===== config.mk =====
export PLATFORM = sky130hd
export DESIGN_NAME = phit_link
export DESIGN_NICKNAME = d
export VERILOG_FILES = /design/src/rtl/phit_link_pkg.sv /design/src/rtl/phit_tx_ser.sv /design/src/rtl/phit_rx_deser.sv /design/src/rtl/pkt_len_check.sv /design/src/rtl/phit_link.sv
export SDC_FILE = /design/constraint.sdc
export NUM_CORES = 1
export LEC_CHECK = 0
export ABC_AREA = 1
export BUFFER_PORTS_ARGS = -buffer_cell sky130_fd_sc_hd__buf_2
export CELL_PAD_IN_SITES_DETAIL_PLACEMENT = 1
export CELL_PAD_IN_SITES_GLOBAL_PLACEMENT = 1
export CORE_MARGIN = 3
export CORE_UTILIZATION = 35
export CTS_CLUSTER_SIZE = 30
export DETAILED_ROUTE_END_ITERATION = 8
export GPL_TIMING_DRIVEN = 0
export PLACE_DENSITY = 0.71
export SLEW_MARGIN = 20
export SYNTH_ARGS = -nofsm -noshare
export SYNTH_HDL_FRONTEND = slang
export SYNTH_SLANG_ARGS = --single-unit
export TNS_END_PERCENT = 100

===== constraint.sdc =====
create_clock -name clk -period 1.34 [get_ports clk]
set_clock_uncertainty 0.05 [all_clocks]
set_input_delay 0.067 -clock clk [delete_from_list [all_inputs] [get_ports clk]]
set_output_delay 0.067 -clock clk [all_outputs]
set_load 0.01 [all_outputs]

===== src/rtl/phit_link_pkg.sv =====
// Shared constants for the phit link: where the framing fields sit within
// the control bits, counted downward from the control MSB (the start marker).
package phit_link_pkg;
    localparam int unsigned HEAD_OFS  = 1;  // head-of-packet flag
    localparam int unsigned LONG_OFS  = 2;  // 0: one-flit packet, 1: long packet
    localparam int unsigned WRITE_OFS = 3;  // write (1) or read (0) request

    // Verdict of the packet length tracker for one received flit.
    typedef struct packed {
        logic last;
        logic short_err;
        logic stray_err;
    } len_verdict_t;
endpackage


===== src/rtl/phit_tx_ser.sv =====
// Sender: every PHITS cycles it samples one flit (or idle). Then it shifts
// the flit out PHIT_W bits at a time, MSB first. The start marker is
// forced on for valid flits. Assumes PHIT_W*PHITS == DATA_W+CTRL_W.
module phit_tx_ser #(
    parameter int unsigned PHIT_W = 14,
    parameter int unsigned PHITS  = 5,
    parameter int unsigned DATA_W = 64,
    parameter int unsigned CTRL_W = 6
) (
    input  logic              clk,
    input  logic              rst_n,
    input  logic              valid_i,
    input  logic [DATA_W-1:0] data_i,
    input  logic [CTRL_W-2:0] ctrl_i,
    output logic              ready_o,
    output logic [PHIT_W-1:0] phit_o
);
    localparam int unsigned FLIT_W = PHIT_W * PHITS;
    localparam int unsigned CNT_W  = $clog2(PHITS);
    localparam logic [CNT_W-1:0] LAST = CNT_W'(PHITS - 1);

    logic [CNT_W-1:0]  cnt_q;
    logic [FLIT_W-1:0] shift_q;

    // Phase counter: marks which phit of the current flit is on the wire.
    always_ff @(posedge clk) begin
        if (!rst_n)             cnt_q <= '0;
        else if (cnt_q == LAST) cnt_q <= '0;
        else                    cnt_q <= cnt_q + 1'b1;
    end

    // Shift register: load a flit (or zeros) on the last phase, else shift.
    always_ff @(posedge clk) begin
        if (!rst_n)
            shift_q <= '0;
        else if (cnt_q == LAST)
            shift_q <= valid_i ? FLIT_W'({1'b1, ctrl_i, data_i}) : '0;
        else
            shift_q <= shift_q << PHIT_W;
    end

    assign ready_o = (cnt_q == LAST);
    assign phit_o  = shift_q[FLIT_W-1 -: PHIT_W];
endmodule


===== src/rtl/phit_rx_deser.sv =====
// Receiver: gathers PHITS phits into one flit. Between flits it waits for a
// phit whose MSB (the start marker) is set and drops the others. The
// assembled flit is registered, with a one-cycle valid strobe.
// Assumes PHITS >= 3.
module phit_rx_deser #(
    parameter int unsigned PHIT_W = 14,
    parameter int unsigned PHITS  = 5,
    parameter int unsigned DATA_W = 64,
    parameter int unsigned CTRL_W = 6
) (
    input  logic              clk,
    input  logic              rst_n,
    input  logic [PHIT_W-1:0] phit_i,
    output logic              valid_o,
    output logic [DATA_W-1:0] data_o,
    output logic [CTRL_W-1:0] ctrl_o
);
    localparam int unsigned ACC_W = PHIT_W * (PHITS - 1);
    localparam int unsigned CNT_W = $clog2(PHITS);
    localparam logic [CNT_W-1:0] LAST = CNT_W'(PHITS - 1);

    logic [CNT_W-1:0] cnt_q;
    logic [ACC_W-1:0] acc_q;
    logic             start;
    logic             take;

    assign start = phit_i[PHIT_W-1];
    assign take  = (cnt_q == '0) ? start : (cnt_q != LAST);

    // Phase counter: holds at zero until a marked phit arrives.
    always_ff @(posedge clk) begin
        if (!rst_n)             cnt_q <= '0;
        else if (cnt_q == '0)   cnt_q <= start ? CNT_W'(1) : '0;
        else if (cnt_q == LAST) cnt_q <= '0;
        else                    cnt_q <= cnt_q + 1'b1;
    end

    // Accumulator: collects the leading phits of the flit in order.
    always_ff @(posedge clk) begin
        if (!rst_n)    acc_q <= '0;
        else if (take) acc_q <= {acc_q[ACC_W-PHIT_W-1:0], phit_i};
    end

    // Output register: captures the full flit on its final phit.
    always_ff @(posedge clk) begin
        if (!rst_n) begin
            valid_o <= 1'b0;
            data_o  <= '0;
            ctrl_o  <= '0;
        end else begin
            valid_o <= (cnt_q == LAST);
            if (cnt_q == LAST)
                {ctrl_o, data_o} <= (DATA_W + CTRL_W)'({acc_q, phit_i});
        end
    end
endmodule


===== src/rtl/pkt_len_check.sv =====
// Packet length tracker: follows head flits and their announced length
// (one flit or LONG_LEN flits). It marks the closing flit and flags
// truncated packets and stray body flits. Flags are combinational on the
// registered flit and line up with its valid strobe.
module pkt_len_check #(
    parameter int unsigned LONG_LEN = 8
) (
    input  logic clk,
    input  logic rst_n,
    input  logic flit_valid_i,
    input  logic head_i,
    input  logic long_i,
    output logic last_o,
    output logic short_err_o,
    output logic stray_err_o
);
    import phit_link_pkg::*;

    localparam int unsigned RW = $clog2(LONG_LEN);

    logic [RW-1:0] rem_q, rem_d;
    len_verdict_t  verdict;

    // Next-state and verdict for the flit on the inputs.
    always_comb begin
        rem_d   = rem_q;
        verdict = '0;
        if (flit_valid_i) begin
            if (head_i) begin
                verdict.short_err = (rem_q != '0);
                if (long_i) begin
                    rem_d = RW'(LONG_LEN - 1);
                end else begin
                    rem_d        = '0;
                    verdict.last = 1'b1;
                end
            end else if (rem_q != '0) begin
                rem_d        = rem_q - 1'b1;
                verdict.last = (rem_q == RW'(1));
            end else begin
                verdict.stray_err = 1'b1;
            end
        end
    end

    // Remaining-flit counter of the open packet; zero means none open.
    always_ff @(posedge clk) begin
        if (!rst_n) rem_q <= '0;
        else        rem_q <= rem_d;
    end

    assign last_o      = verdict.last;
    assign short_err_o = verdict.short_err;
    assign stray_err_o = verdict.stray_err;
endmodule


===== src/rtl/phit_link.sv =====
// Top of the phit link: sender, receiver and packet length tracker, all on
// the link clock. The sender and receiver share no state, so the two phit
// ports may be looped back or wired to a far end.
module phit_link #(
    parameter int unsigned PHIT_W   = 14,
    parameter int unsigned PHITS    = 5,
    parameter int unsigned DATA_W   = 64,
    parameter int unsigned CTRL_W   = 6,
    parameter int unsigned LONG_LEN = 8
) (
    input  logic              clk,
    input  logic              rst_n,
    input  logic              tx_valid_i,
    input  logic [DATA_W-1:0] tx_data_i,
    input  logic [CTRL_W-2:0] tx_ctrl_i,
    output logic              tx_ready_o,
    output logic [PHIT_W-1:0] tx_phit_o,
    input  logic [PHIT_W-1:0] rx_phit_i,
    output logic              rx_valid_o,
    output logic [DATA_W-1:0] rx_data_o,
    output logic [CTRL_W-1:0] rx_ctrl_o,
    output logic              rx_last_o,
    output logic              rx_short_err_o,
    output logic              rx_stray_err_o
);
    import phit_link_pkg::*;

    phit_tx_ser #(.PHIT_W(PHIT_W), .PHITS(PHITS), .DATA_W(DATA_W), .CTRL_W(CTRL_W)) tx_i (
        .clk(clk), .rst_n(rst_n), .valid_i(tx_valid_i), .data_i(tx_data_i),
        .ctrl_i(tx_ctrl_i), .ready_o(tx_ready_o), .phit_o(tx_phit_o)
    );

    phit_rx_deser #(.PHIT_W(PHIT_W), .PHITS(PHITS), .DATA_W(DATA_W), .CTRL_W(CTRL_W)) rx_i (
        .clk(clk), .rst_n(rst_n), .phit_i(rx_phit_i), .valid_o(rx_valid_o),
        .data_o(rx_data_o), .ctrl_o(rx_ctrl_o)
    );

    pkt_len_check #(.LONG_LEN(LONG_LEN)) len_i (
        .clk(clk), .rst_n(rst_n), .flit_valid_i(rx_valid_o),
        .head_i(rx_ctrl_o[CTRL_W-1-HEAD_OFS]), .long_i(rx_ctrl_o[CTRL_W-1-LONG_OFS]),
        .last_o(rx_last_o), .short_err_o(rx_short_err_o), .stray_err_o(rx_stray_err_o)
    );
endmodule


* Yosys cells after proc, flatten, opt, wreduce, memory -nomap -nowiden
Index checks and enable logic that the tools add are counted.
Cells by class: shift-type cells 0, bitwise logic cells 1, eq/ne operators 4, reduce and logical (&&, ||, !) cells 6, order comparisons 0, multipliers 0, div/mod/pow operators 0, mux-type cells 16, $add $sub $neg 3
Operators with widths (number):
- 70-bit 2-to-1 mux | 2
- 3-bit 2-to-1 mux | 6
- 1-bit 2-to-1 mux | 8
- 3-bit by 1-bit adder with 3-bit output (second input constant) | 2
- 3-bit == test (second input constant) | 2
- 3-bit by 1-bit == test with 1-bit output (second input constant) | 1
- 3-bit logical NOT | 1
- 3-bit inequality test (second input constant) | 1
- 3-bit AND reduction | 1
- 3-bit nonzero test | 1
- 3-bit by 1-bit subtractor with 3-bit output (second input constant) | 1
- 2-bit AND reduction | 1
- 2-bit nonzero test | 1
- 2-bit OR reduction | 1
- 1-bit inverter | 1
Storage, ports and cells: register bits after elaboration 206, output and inout port bits 89, bits in read-only memories 0, word-level logic and storage cells 39, memories 0, bits in latches 0, RAM bits 0, input port bits 86

* Logic depth before layout (Yosys ltp)
Gate-level depths: netlist of run 1.
word-level depth 4, mapped depth 8, mapped depth without buffers 8

* By module
Synthesis of run 1 repeated with hierarchy kept, for this count alone.
Unflattened totals: cells, all modules 1090, area total of the unflattened synthesis 7918.8 um^2
Modules (own cells, without submodules):
- phit_rx_deser | cells each 621, area each 4647.0 um^2, seq. area each 2602.5 um^2, times used 1
- phit_tx_ser | cells each 431, area each 3026.7 um^2, seq. area each 1461.4 um^2, times used 1
- pkt_len_check | cells each 38, area each 245.2 um^2, seq. area each 60.1 um^2, times used 1

* Least setup slack after synthesis of run 1
OpenSTA, ideal clock, no wires.
kind register -> register, start point reg tx_i.cnt_q[0], end point reg tx_i.shift_q[48], setup slack -0.022 ns, period minus slack after synthesis 1.362 ns, arrival 1.237 ns, setup time 0.074 ns, stages on the path, launching flop included 8, data required time 1.216 ns, path buffers 2, path through dfxtp_1 inv_1 ha_1 nand2_1 buf_2 clkbuf_1 nand3_1 o21ai_0
Between the ends: word-level cells in the longest chain between the ends 2
RTL lines:
- start, declared | RTL line phit_tx_ser.sv:22 | logic [CNT_W-1:0] cnt_q;
- start signal, assigned | RTL line phit_tx_ser.sv:29 | else cnt_q <= cnt_q + 1'b1;
- 3-bit == test | RTL line phit_tx_ser.sv:36 | else if (cnt_q == LAST)
- 70-bit 2-to-1 mux | RTL line phit_tx_ser.sv:36
- end signal, assigned | RTL line phit_tx_ser.sv:37 | shift_q <= valid_i ? FLIT_W'({1'b1, ctrl_i, data_i}) : '0;
- end signal, assigned | RTL line phit_tx_ser.sv:39 | shift_q <= shift_q << PHIT_W;
- end, declared | RTL line phit_tx_ser.sv:23 | logic [FLIT_W-1:0] shift_q;
Every way passes these cells. A chain may end at the register's enable or synchronous reset.

* Worst setup path after layout of run 1
start point reg len_i.rem_q[0], end point out rx_short_err_o
Between the ends: word-level cells in the longest chain between the ends 3
RTL lines:
- start, declared | RTL line pkt_len_check.sv:21 | logic [RW-1:0] rem_q, rem_d;
- start signal, assigned | RTL line pkt_len_check.sv:49 | else rem_q <= rem_d;
- 3-bit nonzero test | RTL line pkt_len_check.sv:30 | verdict.short_err = (rem_q != '0);
- 1-bit 2-to-1 mux | RTL line pkt_len_check.sv:29 | if (head_i) begin
- 3-bit 2-to-1 mux | RTL line pkt_len_check.sv:28 | if (flit_valid_i) begin
- end, declared | RTL line phit_link.sv:23 | output logic rx_short_err_o,
Every way passes these cells.

==> results of run 1 <==
## layout by cell type, fill, tap and decap left out, types with 4 or more instances in the layout
master / netlist / final
buf_8: 0 / 26
o21ai_0: 105 / 4
dlygate4sd3_1: 0 / 84
buf_12: 0 / 11
inv_2: 4 / 8
buf_2: 24 / 174
nor2_1: 131 / 109
clkbuf_1: 20 / 8
inv_1: 88 / 78
a22o_1: 67 / 67
buf_4: 18 / 35
buf_6: 5 / 17
clkbuf_2: 0 / 4
clkbuf_16: 0 / 32
nor2_4: 1 / 11
o21ai_1: 12 / 24
diode_2: 0 / 6
ha_1: 7 / 4
nand2_1: 17 / 12
o21ai_2: 0 / 79
nand3_1: 60 / 40
dfxtp_1: 206 / 197
o21ai_4: 0 / 10
clkbuf_8: 0 / 8
nor2_2: 0 / 12
inv_4: 0 / 5
a21oi_1: 5 / 4
dfxtp_2: 0 / 9
nand3_2: 1 / 20
## area by class of cell
| type | instances | area [sq um] | area share (%) |
|---|---|---|---|
| Buffer | 63 | 678 | 5.79 |
| Antenna cell | 6 | 15.0 | 0.128 |
| Clock inverter | 6 | 82.6 | 0.705 |
| Inverter | 92 | 380 | 3.25 |
| Timing Repair Buffer | 305 | 2440 | 20.9 |
| Timing Repair inverter | 1 | 6.26 | 0.0534 |
| Clock buffer | 34 | 697 | 5.95 |
| Tap cell | 265 | 332 | 2.83 |
| Sequential cell | 206 | 4140 | 35.3 |
| Multi-Input combinational cell | 412 | 2940 | 25.1 |
## state kept, by name (all words and copies together), names as in the netlist
register and count:
rx_i.acc_q 56, tx_i.shift_q 70, rx_i.cnt_q 3, rx_i.ctrl_o 6, rx_i.data_o 64, len_i.rem_q 3
tx_i.cnt_q 3, rx_i.valid_o 1
## kinds of logic after synthesis
| logic type | after synthesis | synth area share, % |
|---|---|---|
| AOI/OAI and AO/OA | 192 | 17.4 |
| xor gates and xnor gates | 2 | 0.248 |
| adders and majority gates | 7 | 1.24 |
| buffers and inverters | 159 | 10.4 |
| DFF | 206 | 58.3 |
| and+or+nand+nor | 211 | 12.5 |
## timing repair
action,CTS,global route
pin swaps,40,53
endpoints found under the hold margin,100,0
gates cloned,10,9
buffers inserted,23,12
resized for setup,253,215
setup endpoints to repair,203,201
hold buffers,84,0
## power by group through the flow
stage | registers (mW) | logic [mW] | clock network, mW
floorplan | 6.56 | 0.511 | 0
global route | 6.58 | 1.88 | 6.83
detailed placement | 6.63 | 0.836 | 0
finish | 6.57 | 1.74 | 6.49
global placement | 6.63 | 0.810 | 0
CTS | 6.53 | 1.49 | 6.54
## layer usage
metal	vias to the layer above	part of all wire (%)	GRT usage [%]
met5	-	0	0
met4	0	3.7	8.73
met3	85	4.6	3.53
met2	215	51	39.3
met1	3335	40	27.0
li1	3208	-	-
## critical path, stage by stage, from the launching register on
cell and delay (ns):
dfxtp_2 0.35, inv_4 0.05, ha_4 0.16, buf_6 0.11
a211oi_2 0.16, buf_2 0.16
## final timing paths
check / start / to / slack [ns] / cells past startpoint
hold / removal: tx_valid_i / tx_i.shift_q[3] / 0.10 / 4
setup reg to reg: rx_i.cnt_q[0] / rx_i.acc_q[36] / -0.21 / 9
setup / recovery: len_i.rem_q[0] / rx_short_err_o / -0.26 / 5
hold reg to reg: tx_i.shift_q[51] / tx_i.shift_q[65] / 0.40 / 2
==> summary.md, run 1 <==
| Metric | Value |
|---|---|
| EDFF count, synth | `0` |
| Clock power share | `43.9%` |
| WHS | `0.100 ns` |
| Critical path endpoint category | `output pin` |
| Share of cells above drive strength 1 | `43.3%` |
| Pre-CTS WS | `-0.356 ns` |
| Largest net degree at the start of global routing | `14` |
| DR pass1 iterations | `4` |
| Setup TNS Final | `-17.39 ns` |
| Clk Latency, worst-skew pair | `0.50 ns` |
| Routed vias/inst | `4.92` |
| Non-filler instance count after layout | `1390` |
| Share of the synthesized area in the top cell type | `58.3%` |
| CP Launch Type | `register` |
| I/O pin count | `175` |
| Post-DP HPWL | `14800 um` |
| TritonCTS Buffers | `22` |
| Unrepaired setup endpoints after global routing | `yes` |
| Setup violations, final | `172` |
| Initial antenna violation count | `5` |
| Max Slew Vio Count | `0` |
| Slew Limit Headroom | `49.0%` |
| Mapped Avg Cell Area | `9.10 sq um` |
| Seq/Total Area, Yosys | `58.3%` |
| Synth warn | `0` |
| Sinks on Clock Net | `206` |
| Number of core rows | `51` |
| Overall Global Routing Usage | `22.2%` |
| Cells after Synth | `777` |
| Worst VDD drop | `0.724 mV` |
| Netlist cell types | `21` |
| Seq cells post-synth | `206` |
| Clock transition at path regs | `0.06 ns` |
| # port buffers | `173` |
| Starting Density | `36.0%` |
| Least-Margin Pin Slew | `0.764 ns` |
| Mapped cell area | `7070 sq um` |
| WP data arrival | `1.48 ns` |
| Period minus WS final | `1.60 ns` |
| Post-Layout Inst Area | `11700 sq um` |
| Psw | `3.64 mW` |
| Worst min path class | `input pin to register` |
| Final WL | `28400 um` |
| Failing checks | `negative setup slack` |
| Max frequency | `625 MHz` |
| H-tree depth | `1` |
| Req. time, crit path | `1.22 ns` |
| Hold Fails Final Rpt | `0` |
| Power Density | `1260 nW/um^2` |
| Antenna-violating nets left | `0` |
| Die Wd | `148 um` |
| Static Leak | `5.45 nW` |
| Inst Count DP | `1215` |
| Main synth FF type | `dfxtp_1` |
| Total of max-cap violations | `0` |
| Initial drt markers | `266` |
| Total power draw | `14.8 mW` |
| Gate power share | `11.8%` |
| Top post-synthesis cells by area | `dfxtp_1 (58%), a22o_1 (8.3%), o21ai_0 (7.4%)` |
| Syn Nets | `870` |
| Final worst setup slack | `-0.261 ns` |
| Die Ht | `148 um` |
| Count leader, synth | `dfxtp_1` |
| Vias after detailed routing | `6843` |
| # fillers | `2181` |
| First-pass GRT wire length | `39400 um` |
| Area of the die | `21900 sq um` |
| Critical Path Fanout Max | `2` |
| Area leader, netlist | `dfxtp_1` |
| TritonCTS clock tree | `yes` |
| Int Power | `11.2 mW` |
| Nets@finish | `1196` |
| Final Util | `59.6%` |
| Flop pwr share | `44.4%` |
| Remaining DRCs | `0` |
| Run status | `complete, but fails checks` |
| Area grow syn2layout | `65.6%` |
| Sw Share | `24.6%` |
| Routability Congestion | `0.822` |
| Core region area | `19700 sq um` |
| Vias in the first global route | `7310` |
| CTS Root Buffer Type | `clkbuf_16` |
| Ys async rst share | `0%` |
| Synth top cells by count | `dfxtp_1 (206), nor2_1 (131), o21ai_0 (105)` |
| Final worst path period share | `119%` |
| DR WL/cell | `20.5 um` |
| Clock Tree Buf Depth | `3` |
| Total gr overflow | `0` |
| Post-place instance area | `8270 sq um` |
| Crit path kind | `register to output pin` |
No activity file was read; power rests on OpenSTA's default activity.
==> run 2, diff against run 1 <==
Settings changed: ABC_AREA 1 to default, CORE_MARGIN 3 to default, CORE_UTILIZATION 35 to 37, PLACE_DENSITY 0.71 to 0.72.
==> summary.md, run 2 <==
| Metric | Value |
|---|---|
| Run status | `complete, but fails checks` |
| Failing checks | `negative setup slack` |
| Largest net degree at the start of global routing | `13 (-1)` |
| Nets@finish | `1071 (-10%)` |
| Overall Global Routing Usage | `24.8% (+2.7 points)` |
| Mapped cell area | `7200 sq um (+1.9%)` |
| CP max-delay cell | `dfxtp_2` |
| CTS Root Buffer Type | `clkbuf_16` |
| Share of the synthesized area in the top cell type | `57.3% (-1.1 points)` |
| Antenna-violating nets left | `0 (unchanged)` |
| Clock transition at path regs | `0.07 ns (about the same)` |
| Slew Limit Headroom | `45.0% (-4.1 points)` |
| Hold Fails Final Rpt | `0 (unchanged)` |
| Routed vias/inst | `5.53 (+12%)` |
| Worst-path cell chain | `inv_2 -> buf_4 -> ha_1 -> a21oi_2 -> nor2_1 -> buf_2` |
| Die Wd | `142 um (-4.5%)` |
| Synth warn | `0 (unchanged)` |
| Final worst setup slack | `-0.303 ns (-0.0415 ns)` |
| Most flops, register | `tx_i.shift_q` |
| Cells on worst reg2reg path | `7 (-2)` |
| Count leader, synth | `dfxtp_1` |
| Area grow syn2layout | `62.9%` |
| Mapped Avg Cell Area | `11.2 sq um (+23%)` |
| Vias after detailed routing | `6940 (+1.4%)` |
| Req. time, crit path | `1.22 ns (about the same)` |
| Least-Margin Pin Slew | `0.826 ns (+0.0613 ns)` |
| Critical path endpoint category | `output pin` |
| Psw | `3.70 mW (+1.8%)` |
| # port buffers | `174 (+0.58%)` |
| Sw Share | `25.2% (+0.66 points)` |
| Area leader, netlist | `dfxtp_1` |
| Top cell family by delay on the critical path | `flip-flops` |
| Final WL | `32700 um (+15%)` |
| Setup TNS Final | `-32.75 ns (-15.36 ns)` |
| R2R Setup Slk | `-0.28 ns (-0.07 ns)` |
| TritonCTS Buffers | `23 (+4.5%)` |
| Gate power share | `12.9% (+1.1 points)` |
| Syn Nets | `736 (-15%)` |
| Synth top cells by count | `dfxtp_1 (206), a22o_1 (125), a21oi_1 (58)` |
| Total gr overflow | `0 (unchanged)` |
| Largest registers | `tx_i.shift_q x70, rx_i.data_o x64, rx_i.acc_q x56` |
| Clock Tree Buf Depth | `3 (unchanged)` |
| Top post-synthesis cells by area | `dfxtp_1 (57%), a22o_1 (15%), nand3b_1 (5.7%)` |
| Starting Density | `38.1% (+2.1 points)` |
| # fillers | `1959 (-10%)` |
| CP max stage delay | `0.34 ns (about the same)` |
| Share of cells above drive strength 1 | `45.6% (+2.2 points)` |
| Commonest non-fill, non-tap cell in the layout | `dfxtp_1` |
| Ys async rst share | `0% (unchanged)` |
| TritonCTS clock tree | `yes` |
| Worst min path class | `input pin to register` |
| Power Density | `1250 nW/um^2 (-1.1%)` |
| Initial antenna violation count | `5 (unchanged)` |
| Core region area | `18900 sq um (-3.9%)` |
| Setup violations, final | `206 (+20%)` |
| Static Leak | `4.93 nW (-9.6%)` |
| Final Util | `62.1% (+2.5 points)` |
| Seq cells post-synth | `206 (unchanged)` |
| DR pass1 iterations | `4 (unchanged)` |
| Main synth FF type | `dfxtp_1` |
| Number of core rows | `50 (-2.0%)` |
| Unrepaired setup endpoints after global routing | `yes` |
| Critical Path Fanout Max | `2 (unchanged)` |
| Final worst path period share | `123% (+3.1 points)` |
| Hold path cells | `5 (+1)` |
| Remaining DRCs | `0 (unchanged)` |
| CP Launch Type | `register` |
| WP data arrival | `1.53 ns (+0.05 ns)` |
| Crit path kind | `register to output pin` |
| Total of max-cap violations | `0 (unchanged)` |
| Worst Hold Launch | `rst_n` |
| Max Slew Vio Count | `0 (unchanged)` |
| Max reg flops | `70 (unchanged)` |
| Vias in the first global route | `7013 (-4.1%)` |
| RR Endpoint | `rx_i.data_o[14]` |
| Flop pwr share | `43.5% (-0.9 points)` |
| Sinks on Clock Net | `206 (unchanged)` |
| DR WL/cell | `26.0 um (+27%)` |
| Post-place instance area | `8450 sq um (+2.2%)` |
| Seq/Total Area, Yosys | `57.3% (-1.1 points)` |
| EDFF count, synth | `0 (unchanged)` |
| WHS Endpoint | `rx_i.cnt_q[0]` |
| Clk Latency, worst-skew pair | `0.51 ns (about the same)` |
| Routability Congestion | `0.798 (-3.0%)` |
| Clock power share | `43.5% (-0.4 points)` |
| I/O pin count | `175 (unchanged)` |
| Die Ht | `142 um (-4.5%)` |
| Worst VDD drop | `0.860 mV (+19%)` |
| Crit path buf inv count | `3 (unchanged)` |
| Area of the die | `20000 sq um (-8.7%)` |
| Netlist cell types | `35 (+67%)` |
| Period minus WS final | `1.64 ns (+0.0415 ns)` |
| Most frequent cells in the layout | `dfxtp_1 (198), buf_2 (173), a22o_1 (124)` |
| Initial drt markers | `429 (+61%)` |
| Post-Layout Inst Area | `11700 sq um (+0.20%)` |
| H-tree depth | `1 (unchanged)` |
| Reg2Reg Launch Point | `rx_i.cnt_q[0]` |
| Max frequency | `609 MHz (-2.5%)` |
| Int Power | `11.0 mW (-1.8%)` |
| Post-DP HPWL | `15300 um (+3.3%)` |
| Cells after Synth | `643 (-17%)` |
| First-pass GRT wire length | `38400 um (-2.5%)` |
run 2: cell types whose count changed after synthesis, sizes merged, moves of 14 or more:
cell | before | now
nand3b | 0 | 55
nand2 | 17 | 3
and2 | 0 | 16
a21oi | 6 | 59
o21ai | 117 | 56
inv | 92 | 11
nand3 | 61 | 1
nor2 | 132 | 5
a22o | 67 | 125
run 2: area by class of cell:
cell class                      count  area, sq um  share of cell area [%]
Timing Repair Buffer              315         2650                    22.5
Buffer                             71          776                    6.61
Antenna cell                        6         15.0                   0.128
Clock inverter                      6         87.6                   0.746
Sequential cell                   206         4140                    35.3
Tap cell                          260          325                    2.77
Clock buffer                       31          646                    5.50
Inverter                           11         48.8                   0.416
Multi-Input combinational cell    350         3050                    26.0
run 2: power by group through the flow:
stage	registers [mW]	logic (mW)	clock network (mW)
after global placement	6.48	0.784	0
after CTS	6.35	1.16	6.22
after floorplan	6.43	0.508	0
after global routing	6.39	1.96	6.63
after detailed placement	6.49	0.825	0
final	6.39	1.90	6.39
run 2: what timing repair did:
item | 4_1_cts | 5_1_grt
pin swaps | 39 | 94
buffers inserted | 12 | 21
hold buffers | 84 | 0
cloned | 5 | 21
setup endpoints to repair | 207 | 203
gates resized for setup | 85 | 211
endpoints found under the hold margin | 101 | 0
run 2: how the worst max path moves through the flow:
stage               cells past startpoint          endpoint  slack [ns]           start
floorplan                               8  tx_i.shift_q[29]       -0.16   tx_i.cnt_q[0]
global route                            6         rx_last_o       -0.36  len_i.rem_q[1]
CTS                                     6         rx_last_o       -0.34  len_i.rem_q[1]
global placement                        8  tx_i.shift_q[55]       -0.25   tx_i.cnt_q[0]
finish                                  6         rx_last_o       -0.30  len_i.rem_q[1]
detailed placement                      7    rx_i.acc_q[11]       -0.30   rx_i.cnt_q[0]
run 2: metal layers:
metal	vias up	global-route usage, %	wire length, um
met2	308	45.3	16700
met1	3500	28.5	12700
li1	3029	-	-
met4	0	11.3	1450
met5	-	0	0
met3	103	3.75	1810
run 2: stage by stage:
step           setup slack, ns  total power [mW]  instances  hold WS, ns
2_1_floorplan           -0.163              6.94        643        0.138
3_3_place_gp            -0.251              7.27       1077        0.228
3_5_place_dp            -0.302              7.31       1077        0.233
4_1_cts                 -0.339              13.7       1212        0.128
5_1_grt                 -0.365              15.0       1255        0.172
6_report                -0.303              14.7       1256        0.159
run 2: cell families (layout without fill, tap and decap cells):
logic type	after synthesis	after routing	synth area share [%]
AOI/OAI and AO/OA	249	249	24.2
xor gates and xnor gates	2	2	0.243
adders and majority gates	7	7	1.22
buffers and inverters	88	434	8.22
DFF	206	206	57.3
muxes	1	1	0.139
other	0	6	0
and+or+nand+nor	90	91	8.70
run 2: worst register-to-register path: cells and delay by family (launching register included):
kind | cells | cell delay (ns)
AND/OR/NAND/NOR | 2 | 0.30
adder cells (fa/ha/maj) | 1 | 0.27
AO/OA/AOI/OAI | 1 | 0.17
flip-flops | 1 | 0.34
buffers and inverters | 3 | 0.42
